==> config.mk <==
export PLATFORM = sky130hd
export DESIGN_NAME = dmaArbiter
export DESIGN_NICKNAME = d
export VERILOG_FILES = /design/src/rtl/dmaArbPkg.sv /design/src/rtl/dmaSync.sv /design/src/rtl/dmaArbCtrl.sv /design/src/rtl/dmaArbPath.sv /design/src/rtl/dmaArbiter.sv
export SDC_FILE = /design/constraint.sdc
export NUM_CORES = 1
export LEC_CHECK = 0
export BUFFER_PORTS_ARGS = -buffer_cell sky130_fd_sc_hd__buf_2
export CAP_MARGIN = 20
export CORE_ASPECT_RATIO = 1.2
export CORE_MARGIN = 5
export CORE_UTILIZATION = 34
export CTS_BUF_LIST = sky130_fd_sc_hd__clkbuf_4
export CTS_CLUSTER_SIZE = 25
export DETAILED_ROUTE_END_ITERATION = 6
export MAX_ROUTING_LAYER = met4
export PLACE_DENSITY_LB_ADDON = 0.3
export SLEW_MARGIN = 20
export SYNTH_ARGS = -nofsm -noshare
export SYNTH_HDL_FRONTEND = slang
export SYNTH_HIERARCHICAL = 1
export SYNTH_SLANG_ARGS = --single-unit
==> constraint.sdc <==
create_clock -name clk -period 3 [get_ports clk]
set_input_delay 0.15 -clock clk [delete_from_list [all_inputs] [get_ports clk]]
set_output_delay 0.15 -clock clk [all_outputs]
set_load 0.02 [all_outputs]
==> src/rtl/dmaArbPkg.sv <==
package dmaArbPkg;
  localparam int NCH = 4;
  localparam int CHW = $clog2(NCH);

  typedef struct packed {
    logic           busy;
    logic           done;
    logic [CHW-1:0] chan;
  } arbStrobe_t;
endpackage

==> src/rtl/dmaSync.sv <==
module dmaSync #(
  parameter int W = 8
) (
  input  logic         clk,
  input  logic         rstN,
  input  logic [W-1:0] asyncIn,
  output logic [W-1:0] syncOut
);
  logic [W-1:0] stage1;

  // Inputs are active low, so the reset value is all ones (idle).
  always_ff @(posedge clk) begin
    if (!rstN) begin
      stage1  <= '1;
      syncOut <= '1;
    end else begin
      stage1  <= asyncIn;
      syncOut <= stage1;
    end
  end
endmodule

==> src/rtl/dmaArbCtrl.sv <==
module dmaArbCtrl
  import dmaArbPkg::*;
(
  input  logic           clk,
  input  logic           rstN,
  input  logic [NCH-1:0] want,
  input  logic           prioRotate,
  input  logic           busDone,
  output arbStrobe_t     strb
);
  logic           busy;
  logic [CHW-1:0] chan;
  logic [CHW-1:0] lastCh;
  logic           found;
  logic [CHW-1:0] winner;
  logic [CHW-1:0] idx;

  // Search order: from 0 upward (fixed) or from the slot after the last winner.
  always_comb begin
    found  = 1'b0;
    winner = '0;
    idx    = '0;
    for (int i = 0; i < NCH; i++) begin
      idx = prioRotate ? CHW'(lastCh + CHW'(1) + CHW'(i)) : CHW'(i);
      if (!found && want[idx]) begin
        found  = 1'b1;
        winner = idx;
      end
    end
  end

  always_ff @(posedge clk) begin
    if (!rstN) begin
      busy   <= 1'b0;
      chan   <= '0;
      lastCh <= CHW'(NCH - 1);
    end else if (busy) begin
      if (busDone) busy <= 1'b0;
    end else if (found) begin
      busy   <= 1'b1;
      chan   <= winner;
      lastCh <= winner;
    end
  end

  assign strb.busy = busy;
  assign strb.done = busy & busDone;
  assign strb.chan = chan;
endmodule

==> src/rtl/dmaArbPath.sv <==
module dmaArbPath
  import dmaArbPkg::*;
#(
  parameter int CNT_W      = 16,
  parameter int XFER_BYTES = 4
) (
  input  logic             clk,
  input  logic             rstN,
  input  arbStrobe_t       strb,
  input  logic [NCH-1:0]   eopAct,
  input  logic [NCH-1:0]   chEn,
  input  logic [NCH-1:0]   chainMode,
  input  logic [NCH-1:0]   pinOut,
  input  logic             cfgWe,
  input  logic [CHW-1:0]   cfgChan,
  input  logic             cfgNext,
  input  logic [CNT_W-1:0] cfgData,
  output logic [NCH-1:0]   eligible,
  output logic [NCH-1:0]   ackN,
  output logic [NCH-1:0]   tcN
);
  localparam logic [CNT_W-1:0] XFER = CNT_W'(XFER_BYTES);

  for (genvar g = 0; g < NCH; g++) begin : gChan
    logic [CNT_W-1:0] cnt;
    logic [CNT_W-1:0] nxt;
    logic             eopPrev;
    logic             eopPend;
    logic             mine;
    logic             eopEdge;
    logic             termReq;
    logic             termNow;
    logic             lastDone;
    logic             bufEnd;
    logic             wrCur;
    logic             wrNxt;

    assign mine     = strb.busy && (strb.chan == CHW'(g));
    assign eopEdge  = eopAct[g] & ~eopPrev & ~pinOut[g];
    assign termReq  = eopEdge | eopPend;
    // A termination waits while this channel's access is still open.
    assign termNow  = termReq & ~(mine & ~strb.done);
    assign lastDone = mine & strb.done & (cnt <= XFER) & ~termNow;
    assign bufEnd   = termNow | lastDone;
    assign wrCur    = cfgWe && (cfgChan == CHW'(g)) && !cfgNext;
    assign wrNxt    = cfgWe && (cfgChan == CHW'(g)) && cfgNext;

    always_ff @(posedge clk) begin
      if (!rstN) begin
        cnt     <= '0;
        nxt     <= '0;
        eopPrev <= 1'b0;
        eopPend <= 1'b0;
      end else begin
        eopPrev <= eopAct[g];
        eopPend <= termReq & ~termNow;
        if (wrCur)                   cnt <= cfgData;
        else if (bufEnd)             cnt <= chainMode[g] ? nxt : '0;
        else if (mine && strb.done)  cnt <= cnt - XFER;
        if (wrNxt)                           nxt <= cfgData;
        else if (bufEnd && chainMode[g])     nxt <= '0;
      end
    end

    assign eligible[g] = chEn[g] & (cnt != '0) & ~termReq;
    assign ackN[g]     = ~mine;
    assign tcN[g]      = ~(mine & pinOut[g] & (cnt != '0) & (cnt <= XFER));
  end
endmodule

==> src/rtl/dmaArbiter.sv <==
module dmaArbiter
  import dmaArbPkg::*;
#(
  parameter int CNT_W      = 16,
  parameter int XFER_BYTES = 4
) (
  input  logic             clk,
  input  logic             rstN,
  input  logic [3:0]       reqN,
  input  logic [3:0]       eopN,
  output logic [3:0]       tcN,
  output logic [3:0]       tcDrive,
  output logic [3:0]       ackN,
  input  logic [3:0]       chEn,
  input  logic [3:0]       chainMode,
  input  logic [3:0]       pinOut,
  input  logic             prioRotate,
  input  logic             cfgWe,
  input  logic [1:0]       cfgChan,
  input  logic             cfgNext,
  input  logic [CNT_W-1:0] cfgData,
  output logic             busReq,
  output logic [1:0]       busChan,
  input  logic             busDone
);
  logic [2*NCH-1:0] syncN;
  logic [NCH-1:0]   reqAct;
  logic [NCH-1:0]   eopAct;
  logic [NCH-1:0]   eligible;
  arbStrobe_t       strb;

  dmaSync #(.W(2 * NCH)) u_sync (
    .clk     (clk),
    .rstN    (rstN),
    .asyncIn ({eopN, reqN}),
    .syncOut (syncN)
  );

  assign reqAct = ~syncN[NCH-1:0];
  assign eopAct = ~syncN[2*NCH-1:NCH];

  dmaArbCtrl u_ctrl (
    .clk        (clk),
    .rstN       (rstN),
    .want       (reqAct & eligible),
    .prioRotate (prioRotate),
    .busDone    (busDone),
    .strb       (strb)
  );

  dmaArbPath #(.CNT_W(CNT_W), .XFER_BYTES(XFER_BYTES)) u_path (
    .clk       (clk),
    .rstN      (rstN),
    .strb      (strb),
    .eopAct    (eopAct),
    .chEn      (chEn),
    .chainMode (chainMode),
    .pinOut    (pinOut),
    .cfgWe     (cfgWe),
    .cfgChan   (cfgChan),
    .cfgNext   (cfgNext),
    .cfgData   (cfgData),
    .eligible  (eligible),
    .ackN      (ackN),
    .tcN       (tcN)
  );

  assign busReq  = strb.busy;
  assign busChan = strb.chan;
  assign tcDrive = pinOut;
endmodule

Yosys cells after proc, flatten, opt, wreduce, memory -nomap -nowiden
Index checks and enable logic that the tools add are counted.

operators by class
  add/subtract/negate cells = 8
  multipliers = 0
  divide/modulo/power cells = 0
  magnitude comparators = 8
  equal/unequal tests = 6
  shift-type cells = 0
  multiplexer cells = 47
  bitwise gates (word level) = 94
  reductions and logical operators = 46

operator list
  cell                                                                               count
  16-bit 2-to-1 mux                                                                  24
  16-bit by 3-bit less-or-equal comparator with 1-bit output, second input constant  4
  16-bit nonzero test                                                                4
  16-bit by 3-bit subtractor with 16-bit output, second input constant               4
  1-bit AND                                                                          53
  1-bit inverter                                                                     30
  1-bit logical AND                                                                  27
  2-bit 2-to-1 mux                                                                   8
  2-bit by 3-bit < comparator with 1-bit output, second input constant               4
  3-bit nonzero test                                                                 4
  1-bit 2-to-1 mux                                                                   11
  1-bit binary-select mux with 2-bit select                                          4
  2-bit == test, second input constant                                               4
  4-bit inverter                                                                     2
  1-bit OR                                                                           8
  2-bit nonzero test                                                                 4
  2-bit by 1-bit adder with 2-bit output, second input constant                      2
  2-bit adder, second input constant                                                 2
  4-bit AND                                                                          1
  2-bit by 1-bit == test with 1-bit output, second input constant                    2
  1-bit logical NOT                                                                  4
  2-bit logical NOT                                                                  2
  2-bit AND reduction                                                                1

storage, ports and cells
  register bits after elaboration = 157
  bits in latches = 0
  RAM bits = 0
  bits in read-only memories = 0
  input bits = 44
  word-level logic and storage cells = 230
  memories kept = 0

Logic depth before layout (Yosys ltp)
  depth after elaboration = 21
  depth in mapped cells = 13
  mapped depth without buffers = 12

By module
The synthesis kept the hierarchy.

by module, submodules not included
  module      instances  cells each  area each (µm²)
  dmaArbPath  1          876         7206.9
  dmaArbCtrl  1          59          488.0
  dmaSync     1          33          431.7
  dmaArbiter  1          12          100.1

Least setup slack after synthesis
OpenSTA, ideal clock, no wires.

  path type = register to register
  from = reg u_path.gChan[2].cnt[2]
  to = reg u_ctrl.lastCh[1]
  library setup time = 0.127 ns
  arrival = 2.798 ns
  data required time = 2.873 ns
  slack = 0.075 ns
  cell stages (with the launch flop) = 13
  path buffers = 1
  clock period less this slack = 2.925 ns
  cells stage by stage = dfxtp_1 inv_1 ha_1 clkbuf_1 or4b_2 nor3_1 a41oi_1 nor2b_4 a22o_1 a21o_2 o31a_1 o211ai_1 nand3_1

on the way
  word-level cells in the longest chain between the ends = 17
  elaborated cells between the ends (all ways) = 27

RTL lines
  item                                       line              text
  from (decl)                                dmaArbPath.sv:25  logic [CNT_W-1:0] cnt;
  from (signal assigned)                     dmaArbPath.sv:57  if (wrCur) cnt <= cfgData;
  from (signal assigned)                     dmaArbPath.sv:58  else if (bufEnd) cnt <= chainMode[g] ? nxt : '0;
  from (signal assigned)                     dmaArbPath.sv:59  else if (mine && strb.done) cnt <= cnt - XFER;
  16-bit nonzero test *                      dmaArbPath.sv:65  assign eligible[g] = chEn[g] & (cnt != '0) & ~termReq;
  1-bit AND * (2 in series)                  dmaArbPath.sv:65
  named net eligible[2]                      dmaArbiter.sv:29  logic [NCH-1:0] eligible;
  4-bit AND *                                dmaArbiter.sv:45  .want (reqAct & eligible),
  1-bit binary-select mux with 2-bit select  dmaArbCtrl.sv:25  if (!found && want[idx]) begin
  1-bit 2-to-1 mux (implied by the code)     dmaArbCtrl.sv:25
  1-bit 2-to-1 mux                           dmaArbCtrl.sv:25
  1-bit logical NOT                          dmaArbCtrl.sv:25
  1-bit logical AND                          dmaArbCtrl.sv:25
  1-bit 2-to-1 mux                           dmaArbCtrl.sv:25
  1-bit logical NOT                          dmaArbCtrl.sv:25
  1-bit logical AND                          dmaArbCtrl.sv:25
  1-bit 2-to-1 mux                           dmaArbCtrl.sv:25
  1-bit logical NOT                          dmaArbCtrl.sv:25
  1-bit logical AND                          dmaArbCtrl.sv:25
  1-bit 2-to-1 mux                           dmaArbCtrl.sv:25
  2-bit AND reduction (no source line)       -
  to (signal assigned)                       dmaArbCtrl.sv:36  lastCh <= CHW'(NCH - 1);
  to (signal assigned)                       dmaArbCtrl.sv:42  lastCh <= winner;
  to (decl)                                  dmaArbCtrl.sv:13  logic [CHW-1:0] lastCh;

Mark *: on every way through the listed nets, which the timed path passes. The rest lies on a longest branch. The select of a mux whose other input is x is not followed.
A chain may end at the register's enable or synchronous reset.

Worst setup path in the final report
  from = reg u_path.gChan[0].cnt[10]
  to = reg u_ctrl.lastCh[1]

on the way
  word-level cells in the longest chain between the ends = 17
  elaborated cells between the ends (all ways) = 27

RTL lines
  item                                       line
  from (decl)                                dmaArbPath.sv:25
  from (signal assigned)                     dmaArbPath.sv:57
  from (signal assigned)                     dmaArbPath.sv:58
  from (signal assigned)                     dmaArbPath.sv:59
  16-bit nonzero test *                      dmaArbPath.sv:65
  1-bit AND * (2 in series)                  dmaArbPath.sv:65
  named net eligible[0]                      dmaArbiter.sv:29
  4-bit AND *                                dmaArbiter.sv:45
  1-bit binary-select mux with 2-bit select  dmaArbCtrl.sv:25
  1-bit 2-to-1 mux (implied by the code)     dmaArbCtrl.sv:25
  1-bit 2-to-1 mux                           dmaArbCtrl.sv:25
  1-bit logical NOT                          dmaArbCtrl.sv:25
  1-bit logical AND                          dmaArbCtrl.sv:25
  1-bit 2-to-1 mux                           dmaArbCtrl.sv:25
  1-bit logical NOT                          dmaArbCtrl.sv:25
  1-bit logical AND                          dmaArbCtrl.sv:25
  1-bit 2-to-1 mux                           dmaArbCtrl.sv:25
  1-bit logical NOT                          dmaArbCtrl.sv:25
  1-bit logical AND                          dmaArbCtrl.sv:25
  1-bit 2-to-1 mux                           dmaArbCtrl.sv:25
  2-bit AND reduction (no source line)       -

Marked as above.

==> metrics <==
CP Max Fanout=7; commonest register cell after synthesis=dfxtp_1; Avg Synthesized Cell Area=8.395 sq um; TritonCTS clock tree=done; Die Wd=152.0 um; Root Driver=clkbuf_4; Cell Area, Synth=roughly 8200 sq um; initial antenna violation count=1; fin crit share=a little over nine tenths; power per cell area=586.8 nW/um^2; latest clock arrival within the worst-skew pair=~0.6 ns; LEAKAGE=~0.0037 uW; largest net degree at the start of global routing=58; FF+latch area=3146 sq um; GRT Residual Overflow=0; Ports=59; Rows=62; critical path's top delay family=compound AO/OA/AOI/OAI gates; Setup Fix Bufs, Post-CTS=0; met1 usage=25.39%; H-Tree Depth=4; Post-synth EDFFs=0; Slew HR=42.44%; Worst Path Arrival=~3.4 ns; met2 Resource Use GR=between 20 and 30%; Async SR Flop Fraction=0%; die area=27420 sq um; critical path class=reg2reg; Multi-input gate area=4678 sq um; Critical Path RT=~3.5 ns; PnR worst setup slack=0.1164 ns; vias in the first global route=7239; DR vias/cell=5.634; core area=roughly 24000 sq um; syn_nets=around 1000; worst-margin pin slew=0.8634 ns; Buffers & Inverters on Critical Path=0; vias post-DR=7780; post-synth cell types=86; Critical Path End Type=flop; maximum clock insertion buffer count=2; total track usage=around 18%; CP cell instances=or4_4, or3_4, o311a_1, nor2b_4, a22o_1, a21o_2, o31a_1, o211ai_1, nand3_1; cell count after synthesis=980; FILL cells=about 2500; DRC=0; endpoints failing hold=0; die height=180.4 um; Period minus WS final=2.884 ns; RSZ-0062 raised after global routing=yes; Worst Skew=0.02398 ns; first-pass GRT wire length=39.91 mm; Placer Congestion=0.8938; most common cell after layout, fill and taps aside=dfxtp_1; routed wire length per instance=18.33 um; synthesis-to-finish area growth=16.71%; Antenna Nets Post-Route=0; met3 Track Usage GR=approximately 2.7%; initial cell density of the core=34.43%; Worst path slowest cell=or4_4; Hold Crit Class=in2reg; CTS buffer count=17; FF+latch count, synth=157; maxcap violations=0; Crit path largest cell delay=0.52 ns; clock sink total=157; FMAX=around 0.35 GHz; peak supply drop=324.0 uV; Initial DRT Pass Iterations=7; initial drt markers=approximately 570; Setup WS pre-CTS=-0.04429 ns; Startpoint Class=flop; warnings from Yosys=6; layout cells sized above 1=16.79%; Top Usage Layer GRT=met2; sequential-to-total area share from yosys stat=38.21%; Layout Nets=1099; fin. max-slew vios=0; status=completed; most frequent cells in the layout=dfxtp_1, nor2_1, nand2_1; hold_ws=around 0.052 ns; DPL Wire Length=17.00 mm; clock slew at reported path FFs=0.15 ns; Setup Viol. Count Final=0; drt total wl=25.31 mm; PortBufs=between 50 and 60
-- worst reg2reg max path, cell delays in order (launching register included) --
cell and delay (ns):
dfxtp_2 0.37, or4_4 0.53, or3_4 0.38, o311a_1 0.36, nor2b_4 0.15, a22o_1 0.20
a21o_2 0.26, o31a_1 0.34, o211ai_1 0.12, nand3_1 0.10
-- stage by stage --
stage | total power [uW] | area [sq um] | cells | util, % | setup TNS, ns
after floorplan | 3639 | 8227 | 980 | - | 0
after global placement | 4032 | 8864 | 1313 | 37.10 | 0
after detailed placement | 4049 | 8864 | 1313 | 37.10 | -0.07730
after CTS | 5656 | 9578 | 1380 | 40.09 | 0
after global routing | 5941 | 9602 | 1381 | 40.19 | -0.04759
final | 5635 | 9602 | 1381 | 40.19 | 0
-- final timing paths --
| kind | from | to | slack (ns) | cells past startpoint |
|---|---|---|---|---|
| setup / recovery | u_path/gChan[0].cnt[10] | u_ctrl/lastCh[1] | 0.12 | 9 |
| hold / removal | chainMode[2] | u_path/gChan[2].cnt[8] | 0.05 | 3 |
| setup reg to reg | u_path/gChan[0].cnt[10] | u_ctrl/lastCh[1] | 0.12 | 9 |
| hold reg to reg | u_sync/stage1[4] | u_sync/syncOut[4] | 0.42 | 1 |
-- cells in the mapped netlist (6+ instances only) --
cell type | instances | area (sq um)
dfxtp_1 | 157 | 3143
nor2_1 | 121 | 454.2
nand2_1 | 69 | 259.0
a22oi_1 | 68 | 510.5
clkbuf_1 | 52 | 195.2
a21oi_1 | 37 | 185.2
o21ai_0 | 31 | 155.2
a31oi_1 | 30 | 187.7
nand3_1 | 27 | 135.1
nor3_1 | 27 | 135.1
nand2b_1 | 24 | 150.1
o221ai_1 | 22 | 192.7
xnor2_1 | 20 | 175.2
xor2_1 | 19 | 166.4
a22o_1 | 18 | 157.7
inv_1 | 18 | 67.56
nand4_1 | 16 | 100.1
buf_2 | 15 | 75.07
o22ai_1 | 14 | 87.58
clkbuf_2 | 11 | 55.05
and2_1 | 10 | 62.56
nor3b_1 | 9 | 67.56
ha_1 | 8 | 100.1
nor4_1 | 8 | 50.05
or3_1 | 8 | 50.05
and3_1 | 7 | 43.79
nand4b_1 | 7 | 61.31
o211ai_1 | 7 | 52.55
o31ai_1 | 7 | 52.55
buf_4 | 6 | 45.04
-- power by group --
group / switching, uW / internal (uW) / total, uW
registers: 163 / 2220 / 2390
clock network: 803 / 754 / 1560
logic: 937 / 753 / 1690
-- layer usage --
metal	vias up	wire length, um
li1	3748	-
met1	3731	12020
met2	264	11370
met3	37	1457
met4	0	459
met5	-	0
-- kinds of logic after synthesis --
| kind of cell | after synthesis | synth area share (%) |
|---|---|---|
| and+or+nand+nor | 372 | 23.77 |
| xor gates and xnor gates | 39 | 4.152 |
| buffers and inverters | 105 | 5.551 |
| muxes | 11 | 1.582 |
| DFF | 157 | 38.21 |
| AOI/OAI and AO/OA | 288 | 25.52 |
| adders and majority gates | 8 | 1.217 |
-- flip-flops by register name, summed over array words and instances, names as in the netlist --
name and flops:
u_ctrl/lastCh 2, u_ctrl/chan 2, u_sync/syncOut 8, u_sync/stage1 8, u_path/gChan.cnt 64, u_path/gChan.nxt 64
u_path/gChan.eopPrev 4, u_ctrl/busy 1, u_path/gChan.eopPend 4
-- repair_timing --
action                                  4_1_cts  5_1_grt
cloned                                        0        0
hold buffers                                 35        0
hold endpoints to repair                     68        0
pin swaps                                     0        0
gates resized for setup                       2        6
endpoints found under the setup margin        4        5
-- final cells by class --
cell class	count	area share, %
inverters	19	0.7428
clock inverters	14	2.254
repair buffers	134	9.917
flip-flops and latches	157	32.76
well taps	320	4.170
multi-input cells	718	48.72
clock buffers	18	1.407
diodes	1	0.02606
(Power assumes the default switching activity.)
